`src/rtl/stk_alu_pkg.sv`:
```
package stk_alu_pkg;
  localparam int unsigned OP_W = 8;

  typedef enum logic [OP_W-1:0] {
    OP_NOT  = 8'h32,
    OP_SHL  = 8'h33,
    OP_SHR  = 8'h34,
    OP_SHRA = 8'h35,
    OP_ADD  = 8'h51,
    OP_SUB  = 8'h52,
    OP_AND  = 8'h53,
    OP_OR   = 8'h54,
    OP_XOR  = 8'h55,
    OP_EQ   = 8'h56,
    OP_GT   = 8'h57,
    OP_LT   = 8'h58,
    OP_MUL  = 8'h59
  } alu_op_e;
endpackage

```
`src/rtl/stk_alu_unary.sv`:
```
// Single-operand group: truth inverse and one-bit shifts on the top item.
module stk_alu_unary
  import stk_alu_pkg::*;
#(
  parameter int unsigned DATA_W = 32
) (
  input  logic [OP_W-1:0]   op_i,
  input  logic [DATA_W-1:0] b_i,
  output logic [DATA_W-1:0] res_o
);
  localparam int unsigned MSB = DATA_W - 1;

  always_comb begin
    unique case (op_i)
      OP_NOT:  res_o = {DATA_W{(b_i == '0)}};
      OP_SHL:  res_o = {b_i[MSB-1:0], 1'b0};
      OP_SHR:  res_o = {1'b0, b_i[MSB:1]};
      OP_SHRA: res_o = {b_i[MSB], b_i[MSB:1]};
      default: res_o = '0;
    endcase
  end
endmodule

```
`src/rtl/stk_alu_arith.sv`:
```
// Two-operand adder, subtractor and truncating multiplier.
module stk_alu_arith
  import stk_alu_pkg::*;
#(
  parameter int unsigned DATA_W = 32
) (
  input  logic [OP_W-1:0]   op_i,
  input  logic [DATA_W-1:0] a_i,
  input  logic [DATA_W-1:0] b_i,
  output logic [DATA_W-1:0] res_o
);
  logic [DATA_W-1:0] sum, dif, prd;

  assign sum = a_i + b_i;
  assign dif = a_i - b_i;
  assign prd = a_i * b_i;

  always_comb begin
    unique case (op_i)
      OP_ADD:  res_o = sum;
      OP_SUB:  res_o = dif;
      OP_MUL:  res_o = prd;
      default: res_o = '0;
    endcase
  end
endmodule

```
`src/rtl/stk_alu_bitlog.sv`:
```
// Bitwise logic built as repeated per-bit cells.
module stk_alu_bitlog
  import stk_alu_pkg::*;
#(
  parameter int unsigned DATA_W = 32
) (
  input  logic [OP_W-1:0]   op_i,
  input  logic [DATA_W-1:0] a_i,
  input  logic [DATA_W-1:0] b_i,
  output logic [DATA_W-1:0] res_o
);
  logic sel_and, sel_or, sel_xor;

  assign sel_and = (op_i == OP_AND);
  assign sel_or  = (op_i == OP_OR);
  assign sel_xor = (op_i == OP_XOR);

  for (genvar i = 0; i < DATA_W; i++) begin : g_bit
    assign res_o[i] = (sel_and & (a_i[i] & b_i[i]))
                    | (sel_or  & (a_i[i] | b_i[i]))
                    | (sel_xor & (a_i[i] ^ b_i[i]));
  end
endmodule

```
`src/rtl/stk_alu_cmp.sv`:
```
// Comparators returning Forth truth words.
module stk_alu_cmp
  import stk_alu_pkg::*;
#(
  parameter int unsigned DATA_W = 32
) (
  input  logic [OP_W-1:0]   op_i,
  input  logic [DATA_W-1:0] a_i,
  input  logic [DATA_W-1:0] b_i,
  output logic [DATA_W-1:0] res_o
);
  logic eq, gt, lt, hit;

  assign eq = (a_i == b_i);
  assign gt = ($signed(a_i) > $signed(b_i));
  assign lt = ($signed(a_i) < $signed(b_i));

  always_comb begin
    unique case (op_i)
      OP_EQ:   hit = eq;
      OP_GT:   hit = gt;
      OP_LT:   hit = lt;
      default: hit = 1'b0;
    endcase
  end

  assign res_o = {DATA_W{hit}};
endmodule

```
`src/rtl/stk_alu.sv`:
```
// Each unit drives zero unless it owns op_i, so an OR tree merges them.
module stk_alu
  import stk_alu_pkg::*;
#(
  parameter int unsigned DATA_W = 32
) (
  input  logic [DATA_W-1:0] a_i,
  input  logic [DATA_W-1:0] b_i,
  input  logic [OP_W-1:0]   op_i,
  output logic [DATA_W-1:0] res_o
);
  logic [DATA_W-1:0] un_res, ar_res, lg_res, cm_res;

  stk_alu_unary #(.DATA_W(DATA_W)) u_unary (
    .op_i (op_i),
    .b_i  (b_i),
    .res_o(un_res)
  );

  stk_alu_arith #(.DATA_W(DATA_W)) u_arith (
    .op_i (op_i),
    .a_i  (a_i),
    .b_i  (b_i),
    .res_o(ar_res)
  );

  stk_alu_bitlog #(.DATA_W(DATA_W)) u_bitlog (
    .op_i (op_i),
    .a_i  (a_i),
    .b_i  (b_i),
    .res_o(lg_res)
  );

  stk_alu_cmp #(.DATA_W(DATA_W)) u_cmp (
    .op_i (op_i),
    .a_i  (a_i),
    .b_i  (b_i),
    .res_o(cm_res)
  );

  assign res_o = un_res | ar_res | lg_res | cm_res;
endmodule

```
`config.mk`:
```
export PLATFORM = sky130hd
export DESIGN_NAME = stk_alu
export DESIGN_NICKNAME = d
export VERILOG_FILES = /design/src/rtl/stk_alu_pkg.sv /design/src/rtl/stk_alu_unary.sv /design/src/rtl/stk_alu_arith.sv /design/src/rtl/stk_alu_bitlog.sv /design/src/rtl/stk_alu_cmp.sv /design/src/rtl/stk_alu.sv
export SDC_FILE = /design/constraint.sdc
export NUM_CORES = 1
export LEC_CHECK = 0
export ABC_CLOCK_PERIOD_IN_PS = 7550
export BUFFER_PORTS_ARGS = -buffer_cell sky130_fd_sc_hd__buf_2
export CORE_ASPECT_RATIO = 1.4
export CORE_MARGIN = 1.5
export CORE_UTILIZATION = 60
export DETAILED_ROUTE_END_ITERATION = 12
export PLACE_DENSITY = 0.81
export SYNTH_ARGS = -nofsm -noshare
export SYNTH_HDL_FRONTEND = slang
export SYNTH_SLANG_ARGS = --single-unit
```
`constraint.sdc`:
```
create_clock -name vclk -period 7.55
set_input_delay 0.3775 -clock vclk [all_inputs]
set_output_delay 0.3775 -clock vclk [all_outputs]
set_load 0.01 [all_outputs]
```
# Word level (Yosys, flattened, before mapping)
# Cells that the tools add are included.
# word_totals
regBits	0
input_bits	72
word_cells	282
# classes
addsub	2
mul	1
order_cmp	2
eq_ne	14
muxes	3
bitwise_logic	259
reduce_logical	1
# op_table
cell	n
$and A1 B1 Y1	128
$pmux W32 S4	1
$or A1 B1 Y1	96
$or A32 B32 Y32	3
$pmux W32 S3	1
$eq A8 B7 Y1 const B	9
$add A32 B32 Y32	1
$eq A32 B32 Y1	1
$eq A8 B6 Y1 const B	4
$gt A32 B32 Y1	1
$logic_not A32 Y1	1
$lt A32 B32 Y1	1
$mul A32 B32 Y32	1
$sub A32 B32 Y32	1
$xor A1 B1 Y1	32
$pmux W1 S3	1

# Depth between registers and ports, before layout
# depth
depth_word	6
ltp_mapped	29
ltp_nobuf	27

# Hierarchy
# A second synthesis with hierarchy kept.
# hier_totals
hier_cells	2643
area_unflattened_um2	22138.7
# by_module_without_submodules
mod	instances	cells_per_inst	area_each_um2
stk_alu_arith	1	2083	18111.1
stk_alu_bitlog	1	266	1898.1
stk_alu_cmp	1	163	1212.4
stk_alu_unary	1	99	676.9
stk_alu	1	32	240.2

# Worst setup path before layout
# No wires, ideal clock.
# synth_timing
path_kind	input -> output
from	in b_i[2]
to	out res_o[30]
arrival_ps	7311
path_slack_ps	-139
path_stages	26
cell_sequence	clkbuf_1 -> inv_1 -> clkbuf_1 -> nor2_1 -> fa_1 -> inv_1 -> fa_1 -> fa_1 -> fa_1 -> inv_1 -> fa_1 -> inv_1 -> fa_1 -> inv_1 -> fa_1 -> fa_1 -> ha_1 -> a21o_1 -> a2111oi_0 -> o32ai_1 -> o21ai_0 -> o21ai_0 -> a211oi_1 -> a41oi_1 -> a2bb2oi_1 -> nand4_1
# synth_between
elab_chain_len	5
elab_cells_between_ends	13
# synth_lines
item	line_no	rtl
start, declared	stk_alu.sv:8	input logic [DATA_W-1:0] b_i,
$mul A32 B32 Y32, or another cell as far along	stk_alu_arith.sv:16	assign prd = a_i * b_i;
$pmux W32 S3 / $pmux W32 S4 (equally long branches)	stk_alu_arith.sv:19, stk_alu_unary.sv:14	
$or A32 B32 Y32 (2 in series)	stk_alu.sv:41	assign res_o = un_res | ar_res | lg_res | cm_res;
$or A32 B32 Y32 *	stk_alu.sv:41	
end, declared	stk_alu.sv:10	output logic [DATA_W-1:0] res_o
# Mark *: on every way between the ends. The rest lies on a longest branch, timed or not.

# Worst setup path in the final report
# layout_timing
from	in b_i[9]
to	out res_o[31]
# The elaborated chain is that of the path after synthesis.

==> flow_summary.json <==
{
  "run_status": "finished with violations",
  "violations_in_the_final_reports": "negative setup slack",
  "hold_path_class": "in -> out",
  "dp_hpwl_um": 75130,
  "num_vias": 22400,
  "critPathMaxFanout": 8,
  "total_length_of_routed_wires_um": 97350,
  "synth_top_area_cell": "sky130_fd_sc_hd__fa_1",
  "clock_buffer_count": 0,
  "synth.area.top_cells": "sky130_fd_sc_hd__fa_1 40%, sky130_fd_sc_hd__ha_1 13%, sky130_fd_sc_hd__inv_1 8.5%, sky130_fd_sc_hd__nor2_1 7.3%, sky130_fd_sc_hd__nand2_1 4.8%",
  "floorplan.rows": 80,
  "syn2layout_area_growth_pct": 22.38,
  "slew_headroom_pct": 22.14,
  "die-width_um": 159.4,
  "timing.final.crit_period_ns": 8.168,
  "ant_nets": 0,
  "route.detailed.wl_per_inst_um": 28.88,
  "grt_pass1_vias": 23190,
  "number_of_antenna_violations_at_the_first_check_in_global_routing": 3,
  "initial_core_util_pct": 60.56,
  "yosysSeqAreaShare_pct": 0,
  "ff_latch_area_um2": 0,
  "syn_area_mm2": 0.02055,
  "gr-usage-met1_pct": 58.96,
  "final_critical_path_setup_slack_ns": -0.6178,
  "cp_slowest_cell": "sky130_fd_sc_hd__fa_1",
  "hold_bufs_inserted_after_cts": 0,
  "rsz0062_at_grt": "true",
  "groute.layer.met3.usage_pct": 13.95,
  "synth.most_common_cell": "sky130_fd_sc_hd__inv_1",
  "die_h_um": 222.0,
  "critPathKind": "in -> out",
  "timing.final.hold_violations": 0,
  "maxClockFrequency_ghz": 0.1224,
  "share_of_final_layout_standard_cells_stronger_than_drive_strength_1_pct": 22.91,
  "cp_top_family": "adder cells",
  "busiest_layer": "met2",
  "worstPathArrival_ns": 7.79,
  "design_area_mm2": 0.02515,
  "setup_viol": 14,
  "die-area_mm2": 0.03538,
  "crit_required_ns": 7.17,
  "design.core.area_mm2": 0.03393,
  "timing.final.crit_share_pct": 108.2,
  "post_synth_num_cell_types": 70,
  "cp-start-kind": "input port",
  "worst-slew-pin-transition_ns": 1.165,
  "drcViolationCount": 0,
  "postSynthAreaPerCell_um2": 7.855,
  "timing.final.max_slew_violations": 0,
  "grt_overflow": 0,
  "timing.critical_path.buf_inv": 6,
  "yosys.area.top_type_share_pct": 39.94,
  "syn-num-nets": 3317,
  "yosysWarningCount": 0,
  "finalHoldWorstSlack_ns": 1.384,
  "vias_per_cell": 6.645,
  "io-pin-count": 104,
  "drt-pass1-iter-count": 10,
  "groute.usage.overall_pct": 51.78,
  "fin_nets": 3619,
  "portBuffers": 104,
  "crit_chain": "buf_4 > buf_6 > buf_8 > nand2_1 > fa_1 > fa_1 > fa_2 > fa_1 > inv_1 > fa_1 > fa_1 > fa_1 > fa_1 > ha_4 > nand4_1 > o21ai_2 > a21oi_2 > buf_6 > or3_4 > a31oi_4 > xnor2_4 > a211oi_2 > o211ai_1 > buf_2",
  "final.fill_count": 2465,
  "grt.met2_usage_pct": 80.11,
  "synth_cells": 2616,
  "global_route_wire_length_before_repair_um": 136100,
  "drt_first_iter_violations": 3088,
  "cpMostUsedCell": "sky130_fd_sc_hd__fa_1",
  "cp-end-kind": "primary output",
  "placed_area_mm2": 0.02346,
  "synth_top_cells_by_count": "466 x sky130_fd_sc_hd__inv_1, 410 x sky130_fd_sc_hd__fa_1, 398 x sky130_fd_sc_hd__nor2_1",
  "maxCapViolations": 0,
  "layout.sequential_cells": 0,
  "gp_routability_congestion": 1.099,
  "critPathMaxStageDelay_ns": 0.86,
  "grt_start_max_net_pins": 52
}
## timing repair
item                                    CTS  global route
buffers inserted                         10            35
resized for setup                       109           237
pin swaps                                34           107
gates cloned                              0             0
endpoints found under the setup margin   15            16
endpoints found under the hold margin     0             0
## layout make-up
class | instances | area [um2] | area share [%]
Multi-Input combinational cell | 1985 | 19150 | 76.16
Tap cell | 451 | 564.3 | 2.244
Timing Repair Buffer | 447 | 3536 | 14.06
Antenna cell | 4 | 10.01 | 0.03980
Inverter | 484 | 1886 | 7.498
## routing by layer
layer / share of wire, % / vias up
li1: - / 8906
met1: 31 / 10500
met2: 42 / 2143
met3: 14 / 848
met4: 13 / 2
met5: 0.013 / -
## logic make-up after synthesis
kind of cell / Yosys count / share of synthesized area [%]
simple gates: 809 / 16.40
buf+inv: 631 / 11.59
xor+xnor: 95 / 4.049
compound gates: 445 / 14.33
mux: 7 / 0.3471
fa+ha+maj: 629 / 53.28
## per-stage QoR
| stage | util [%] | setup TNS, ns | worst slack [ns] | std cells |
|---|---|---|---|---|
| after CTS | 70.55 | -0.2043 | -0.05049 | 3333 |
| after global placement | 69.15 | -1.788 | -0.3631 | 3323 |
| final | 74.11 | -3.520 | -0.6178 | 3371 |
| after detailed placement | 69.15 | -4.241 | -0.5786 | 3323 |
| after floorplan | - | 0 | 0.02495 | 2616 |
| after global routing | 74.08 | -4.343 | -0.6422 | 3367 |
## worst min-delay path, delay by kind of cell
family | cells | cell delay, ns
buffers and inverters | 2 | 0.31
AOI/OAI and AO/OA | 3 | 0.24
and+or+nand+nor | 1 | 0.08
## path summary, 6_finish.rpt
check	start	endpoint	slack, ns	depth (start not counted)
worst min-delay path	b_i[8]	res_o[9]	1.38	6
worst max-delay path	b_i[9]	res_o[31]	-0.62	24
## cell usage in the layout (no fill, tap or decap), types with 17 or more instances in the layout
master	n
sky130_fd_sc_hd__a21o_1	19
sky130_fd_sc_hd__a21oi_1	123
sky130_fd_sc_hd__a22oi_1	19
sky130_fd_sc_hd__buf_2	86
sky130_fd_sc_hd__buf_4	296
sky130_fd_sc_hd__buf_6	36
sky130_fd_sc_hd__fa_1	383
sky130_fd_sc_hd__fa_2	27
sky130_fd_sc_hd__ha_1	196
sky130_fd_sc_hd__ha_4	17
sky130_fd_sc_hd__inv_1	430
sky130_fd_sc_hd__inv_2	27
sky130_fd_sc_hd__nand2_1	262
sky130_fd_sc_hd__nand3_1	21
sky130_fd_sc_hd__nand4_1	19
sky130_fd_sc_hd__nor2_1	346
sky130_fd_sc_hd__nor2_2	37
sky130_fd_sc_hd__nor3_1	24
sky130_fd_sc_hd__o21ai_0	79
sky130_fd_sc_hd__o22ai_1	19
sky130_fd_sc_hd__xnor2_1	66
Power is left out: the tool's default activity adds up to more than one toggle a clock period on the data nets, which glitch-free logic cannot reach.
